[src/rtl/dll_seq_pkg.sv]
package dll_seq_pkg;
  // width of a counter that must hold values 0..n
  function automatic int unsigned cnt_w(input int unsigned n);
    return (n < 2) ? 1 : $clog2(n + 1);
  endfunction
endpackage

[src/rtl/dll_ref_edge.sv]
module dll_ref_edge #(
  parameter int SYNC_STAGES = 2
) (
  input  logic clk,
  input  logic rst,
  input  logic inclk_src,
  input  logic outclk_src,
  input  logic use_outclk,
  output logic edge_pulse
);
  localparam int CHAIN = SYNC_STAGES + 1;

  logic [CHAIN-1:0] sh;
  logic             picked;

  assign picked = use_outclk ? outclk_src : inclk_src;

  always_ff @(posedge clk) begin
    if (rst) sh <= '0;
    else     sh <= {sh[CHAIN-2:0], picked};
  end

  // rising edge seen after the synchronizer stages
  assign edge_pulse = sh[SYNC_STAGES-1] & ~sh[SYNC_STAGES];
endmodule

[src/rtl/dll_stop_watch.sv]
module dll_stop_watch
  import dll_seq_pkg::*;
#(
  parameter int STOP_LIMIT = 16
) (
  input  logic clk,
  input  logic rst,
  input  logic edge_pulse,
  output logic stopped
);
  localparam int IW = cnt_w(STOP_LIMIT);

  logic [IW-1:0] idle_cnt;

  always_ff @(posedge clk) begin
    if (rst) begin
      idle_cnt <= '0;
      stopped  <= 1'b0;
    end else if (edge_pulse) begin
      idle_cnt <= '0;
      stopped  <= 1'b0;
    end else if (idle_cnt == IW'(STOP_LIMIT)) begin
      stopped  <= 1'b1;
    end else begin
      idle_cnt <= idle_cnt + 1'b1;
    end
  end
endmodule

[src/rtl/dll_lock_counter.sv]
module dll_lock_counter
  import dll_seq_pkg::*;
#(
  parameter int LOCK_CYCLES = 1024
) (
  input  logic clk,
  input  logic rst,
  input  logic en_req,
  input  logic stable,
  input  logic stopped,
  input  logic freq_change,
  input  logic edge_pulse,
  output logic locked,
  output logic read_block
);
  localparam int CW = cnt_w(LOCK_CYCLES);

  logic [CW-1:0] cnt;
  logic          hard_clear;

  assign hard_clear = !en_req || !stable || freq_change;

  always_ff @(posedge clk) begin
    if (rst || hard_clear || (stopped && !edge_pulse)) begin
      cnt        <= '0;
      locked     <= 1'b0;
      read_block <= 1'b1;
    end else if (edge_pulse && !locked) begin
      cnt <= cnt + 1'b1;
      if (cnt == CW'(LOCK_CYCLES - 1)) begin
        locked     <= 1'b1;
        read_block <= 1'b0;
      end
    end
  end
endmodule

[src/rtl/dll_lock_seq.sv]
module dll_lock_seq #(
  parameter int LOCK_CYCLES = 1024,
  parameter int STOP_LIMIT  = 16,
  parameter int SYNC_STAGES = 2
) (
  input  logic clk,
  input  logic rst,
  input  logic inclk_src,
  input  logic outclk_src,
  input  logic use_outclk,
  input  logic dll_en_req,
  input  logic clk_stable,
  input  logic freq_change,
  output logic dll_enable,
  output logic dll_locked,
  output logic read_block
);
  logic ref_edge;
  logic ref_stopped;

  dll_ref_edge #(.SYNC_STAGES(SYNC_STAGES)) u_edge (
    .clk(clk), .rst(rst), .inclk_src(inclk_src), .outclk_src(outclk_src),
    .use_outclk(use_outclk), .edge_pulse(ref_edge)
  );

  dll_stop_watch #(.STOP_LIMIT(STOP_LIMIT)) u_stop (
    .clk(clk), .rst(rst), .edge_pulse(ref_edge), .stopped(ref_stopped)
  );

  dll_lock_counter #(.LOCK_CYCLES(LOCK_CYCLES)) u_lock (
    .clk(clk), .rst(rst), .en_req(dll_en_req), .stable(clk_stable),
    .stopped(ref_stopped), .freq_change(freq_change), .edge_pulse(ref_edge),
    .locked(dll_locked), .read_block(read_block)
  );

  always_ff @(posedge clk) begin
    if (rst) dll_enable <= 1'b0;
    else     dll_enable <= dll_en_req;
  end
endmodule

[config.mk]
export PLATFORM = sky130hd
export DESIGN_NAME = dll_lock_seq
export DESIGN_NICKNAME = d
export VERILOG_FILES = /design/src/rtl/dll_seq_pkg.sv /design/src/rtl/dll_ref_edge.sv /design/src/rtl/dll_stop_watch.sv /design/src/rtl/dll_lock_counter.sv /design/src/rtl/dll_lock_seq.sv
export SDC_FILE = /design/constraint.sdc
export NUM_CORES = 1
export LEC_CHECK = 0
export ABC_CLOCK_PERIOD_IN_PS = 1400
export BUFFER_PORTS_ARGS = -buffer_cell sky130_fd_sc_hd__buf_4
export CAP_MARGIN = 0
export CORE_UTILIZATION = 25
export CTS_BUF_LIST = sky130_fd_sc_hd__clkbuf_4
export CTS_CLUSTER_SIZE = 8
export DETAILED_ROUTE_END_ITERATION = 16
export PLACE_DENSITY = 0.42
export REMOVE_ABC_BUFFERS = 1
export SLEW_MARGIN = 20
export SYNTH_ARGS = -nofsm -noshare
export SYNTH_HDL_FRONTEND = slang
export SYNTH_SLANG_ARGS = --single-unit
[constraint.sdc]
create_clock -name clk -period 1.4 [get_ports clk]
set_input_delay 0.07 -clock clk [delete_from_list [all_inputs] [get_ports clk]]
set_output_delay 0.07 -clock clk [all_outputs]
set_load 0.03 [all_outputs]
# Word-level counts from Yosys, hierarchy flattened
# Cells that the tools add are included.
word_totals:
  reg_bits: 23
  out_inout_bits: 3
  inputBits: 8
  wordCells: 26
classes:
  n_mux: 1
  reduce_logical: 12
  add_sub_neg: 2
  n_eq_ne: 2
  n_bitwise: 2
ops:
  columns: ["op", "count"]
  rows:
  - ["adder 11 x 1 -> 11 bit, second input constant", 1]
  - ["equality test 11 x 10 -> 1 bit, second input constant", 1]
  - ["adder 5 x 1 -> 5 bit, second input constant", 1]
  - ["equality test 5 bit, second input constant", 1]
  - ["zero test 1 bit", 4]
  - ["logical OR 1 bit", 4]
  - ["logical AND 1 bit", 2]
  - ["AND reduction 2 bit", 1]
  - ["OR reduction 2 bit", 1]
  - ["bitwise AND 1 bit", 1]
  - ["two-way mux 1 bit", 1]
  - ["NOT 1 bit", 1]

# Depth between registers and ports, before layout
depth:
  depth_word: 5
  mapped_depth: 5
  ltp_nobuf: 5

# Modules after synthesis
# A second synthesis with hierarchy kept.
unflattened:
  hier_cells: 102
  area_unflattened_um2: 1006.0
by_module_without_submodules:
  columns: ["mod", "cells_each", "area_each_um2", "instances", "seq_area_each_um2"]
  rows:
  - ["dll_lock_counter", 66, 605.6, 1, 260.2]
  - ["dll_stop_watch", 26, 269.0, 1, 120.1]
  - ["dll_ref_edge", 8, 97.6, 1, 60.1]
  - ["dll_lock_seq", 2, 33.8, 1, 20.0]

# Least setup slack after synthesis
# No wires, ideal clock.
synth_timing:
  path_kind: "reg2reg"
  startpoint: "register u_lock.locked"
  endpoint: "register u_lock.cnt[8]"
  path_buffers: 1
  arrival_time_ns: 1.366
  slack_ns: -0.036
  required_ns: 1.329
  stages_incl_launch_ff: 5
  path_cell_list: "dfxtp_1 -> nand4bb_1 -> buf_2 -> or4_1 -> a21oi_1"
synth_between:
  elab_chain_cells: 2
synth_lines:
  columns: ["item", "line", "text"]
  rows:
  - ["start: declaration", "dll_lock_counter.sv:13", "output logic locked,"]
  - ["start signal: assignment", "dll_lock_counter.sv:26", "locked <= 1'b0;"]
  - ["start signal: assignment", "dll_lock_counter.sv:31", "locked <= 1'b1;"]
  - ["zero test 1 bit", "dll_lock_counter.sv:28", "end else if (edge_pulse && !locked) begin"]
  - ["logical AND 1 bit", "dll_lock_counter.sv:28", null]
  - ["end signal: assignment", "dll_lock_counter.sv:29", "cnt <= cnt + 1'b1;"]
  - ["end: declaration", "dll_lock_counter.sv:18", "logic [CW-1:0] cnt;"]
# Every way passes these cells.
# A chain may end at the register's enable or synchronous reset.

# Worst setup path in the final report
layout_timing:
  startpoint: "register u_lock.cnt[0]"
  endpoint: "register u_lock.cnt[4]"
layout_between:
  elab_chain_cells: 1
layout_lines:
  columns: ["item", "line"]
  rows:
  - ["adder 11 x 1 -> 11 bit", "dll_lock_counter.sv:29"]
# Every way passes these cells.

==> results by group <==
CTS
  – Total CTS buffers: 3
  – H-Tree Depth: 1
  – Max clock buf depth: 2
  – Setup bufs post-CTS: 0
  – Worst-Skew Late Latency: 0.31 ns
  – Clk slew on worst S/H paths: 0.13 ns
  – CTS Root Cell: clkbuf_4
  – Clk sinks: 23
  – CTS tree: done

Timing
  – Final setup viols: 0
  – Pins Over Slew Limit: 0
  – Tmin final: 1.39 ns
  – Maximum clock frequency: 721 MHz
  – Worst Slack Setup Final: 0.0125 ns
  – Worst-Margin Slew: 0.376 ns
  – Tcrit/Tclk final: 99.1%
  – Setup Total Neg Slack: 0 ns
  – Worst Skew: 0.00530 ns
  – Final Hold Viols: 0
  – RSZ-0062 raised after global routing: yes
  – Slew Limit Headroom: 74.9%

Logic synthesis
  – Synth area leader: dfxtp_1
  – Synth top area share: 46.3%
  – Mapped cell area: 995 um2
  – Simple-gate share of the synthesized area: 25.9%
  – Seq/Total Area, Yosys: 46.3%
  – Synth area leaders: dfxtp_1 (46%), mux2i_1 (4.0%), ha_1 (3.8%), nor2_1 (3.8%), a21oi_1 (3.5%)
  – Largest family of logic cells by synthesized area: simple AND/OR/NAND/NOR gates
  – Mux contribution to synthesized area: 4.03%
  – Post-synth EDFFs: 0
  – Synth Area in Compound Gates: 11.6%
  – Ys Warns: 0
  – Post-Synth XOR/XNOR Area: 5.28%
  – Post-synthesis register bit count: 23
  – Post-synth ARST share: 0%
  – Post-Synth Adder-Cell Area: 3.77%
  – Number of distinct library cells after synthesis: 33
  – Syn Area/Cell: 9.56 um2
  – Synth Flop Type: dfxtp_1
  – Post-Syn Instances: 104

Die
  – # IOs: 11
  – FP Rows: 22
  – Core ar.: 0.00374 mm2
  – Initial Util: 26.6%
  – Die area: 0.00423 mm2
  – Die Ht: 65.1 um
  – Die X: 65.1 um

Power and ir drop
  – Internal power: 0.816 mW
  – PD cells: 832 mW/mm2
  – Sw Share: 22.7%
  – Combinational Power Share: 6.9%
  – Worst VDD drop: 428 uV
  – Reg power frac: 64.3%
  – LEAKAGE: 0.450 nW
  – Clock Power Share: 28.8%
  – NetSw: 0.239 mW

Global routing
  – Most used routing layer: met2
  – Initial antenna violation count: 0
  – Global route overflow: 0
  – First-pass GRT wire length: 3.28 mm
  – M1 GR Usage: 13.8%
  – GRT Resource Usage Total: 10.1%
  – Vias in the first global route: 746
  – Largest net degree at the start of global routing: 14
  – M2 GR Usage: 15.2%
  – Met3 Use GR: 1.58%

Outcome
  – Outcome: finished clean

Critical path
  – R2R Path End: u_lock.cnt[4]
  – CP peak stage delay: 0.36 ns
  – Crit-path cells: ha_2 -> nand4bb_4 -> buf_4 -> or3_1 -> a21oi_2
  – Worst path bufs/invs: 1
  – R2R setup slack: 0.01 ns
  – CP Capture Type: register
  – Reg2reg path depth: 5
  – CP max stage cell: dfxtp_2
  – Worst Path Arrival: 1.64 ns
  – CP Class: reg -> reg
  – Worst Path Required: 1.65 ns
  – R2R Path Start: u_lock.cnt[0]
  – Nature of the critical path startpoint: register
  – CP max FO: 5
  – Cell family with most CP delay: simple AND/OR/NAND/NOR gates

Drt
  – Routed Antenna Nets: 0
  – Routed via count: 778
  – Vias/cell: 4.50
  – 1st-iter DRT viols: 13
  – Drt drc: 0
  – DRT Wirelength: 1.82 mm
  – DR WL/cell: 10.5 um
  – DR pass1 iterations: 3

Cells and area
  – Nets: 137
  – Commonest cells after routing, fill and taps aside: dfxtp_1 (19), buf_4 (18), nor2_1 (10), inv_1 (5), a21oi_1 (5)
  – Diodes inserted: 0
  – Share of cells above drive strength 1: 28.8%
  – Synthesis-to-finish area growth: 27.5%
  – Commonest non-fill, non-tap cell in the layout: dfxtp_1

Placed design
  – Port bufs: 10
  – Post-place setup slack: -0.0117 ns
  – Gpl congestion: 0.722
  – Hpwl dp: 1.34 mm

Min path
  – Hold EP: u_edge.sh[0]
  – Hold Path Stages: 3
  – Hold Crit Class: in -> reg
  – Worst min-delay path startpoint: inclk_src

Run
  – Max-Cap Viols: 0
## layout make-up
cell class | count | area [um2]
fill | 418 | 2470
tap | 48 | 60.1
inverter | 5 | 18.8
clock inverter | 1 | 5.00
multi-input combinational | 73 | 542
sequential | 23 | 465
clock buffer | 3 | 22.5
timing repair buffer | 20 | 155
## cell usage after synthesis, types with 3 or more instances
cell type	n
or3_1	4
nor2b_1	3
xnor2_1	3
nor2_1	10
inv_1	5
o31ai_1	3
or4_1	3
ha_1	3
mux2i_1	4
a21oi_1	7
dfxtp_1	23
xor2_1	3
nand3_1	4
o21ai_0	4
## metrics by stage
stage | cell area [um2] | hold slack, ns | total power [mW] | utilization (%) | instances
floorplan | 982 | 0.142 | 0.730 | - | 101
global placement | 1180 | 0.276 | 0.759 | 31.5 | 167
detailed placement | 1180 | 0.280 | 0.760 | 31.5 | 167
CTS | 1250 | 0.00224 | 1.08 | 33.5 | 173
global route | 1270 | 0.00693 | 1.12 | 33.9 | 173
finish | 1270 | 0.00294 | 1.06 | 33.9 | 173
## kinds of logic after synthesis
logic type | count (synthesis)
and+or+nand+nor | 41
DFF | 23
AOI/OAI and AO/OA | 19
buffers and inverters | 8
xor gates and xnor gates | 6
muxes | 4
adders and majority gates | 3
## registers in the layout, summed over array words and instances, names as in the netlist
register,cells
u_lock.locked,1
u_stop.stopped,1
dll_enable,1
u_lock.cnt,11
u_lock.read_block,1
u_stop.idle_cnt,5
u_edge.sh,3
## how the worst max path moves through the flow
stage                        startpoint              to  slack [ns]  cells past startpoint
after floorplan           u_lock.locked  u_lock.cnt[10]       -0.12                      3
after global placement    u_lock.cnt[0]   u_lock.cnt[4]        0.02                      5
after detailed placement  u_lock.cnt[0]   u_lock.cnt[6]       -0.01                      5
after CTS                  u_edge.sh[1]   u_lock.cnt[5]       0.005                      4
after global routing      u_lock.cnt[0]   u_lock.cnt[4]       -0.05                      5
final                     u_lock.cnt[0]   u_lock.cnt[4]        0.01                      5
## power groups by stage
stage | clock [mW] | sequential (mW) | combinational, mW
2_1_floorplan | 0 | 0.693 | 0.0370
3_3_place_gp | 0 | 0.692 | 0.0668
3_5_place_dp | 0 | 0.693 | 0.0678
4_1_cts | 0.324 | 0.679 | 0.0730
5_1_grt | 0.352 | 0.681 | 0.0834
6_report | 0.304 | 0.679 | 0.0725
## repair_timing
item / CTS / global route
hold buffers: 2 / 0
pin swaps: 2 / 3
endpoints found under the hold margin: 4 / 0
setup endpoints to repair: 5 / 8
resized for setup: 6 / 5
## worst min-delay path, stage by stage
cell	delay (ns)
buf_4	0.08
mux2i_1	0.06
nor2_1	0.08
## routing by layer
metal  vias to the layer above  share of wire (%)
li1                        415                  -
met5                         -                  0
met4                         0               0.66
met1                       352                 51
met3                         2                2.3
met2                         9                 46
(Power assumes the default switching activity.)
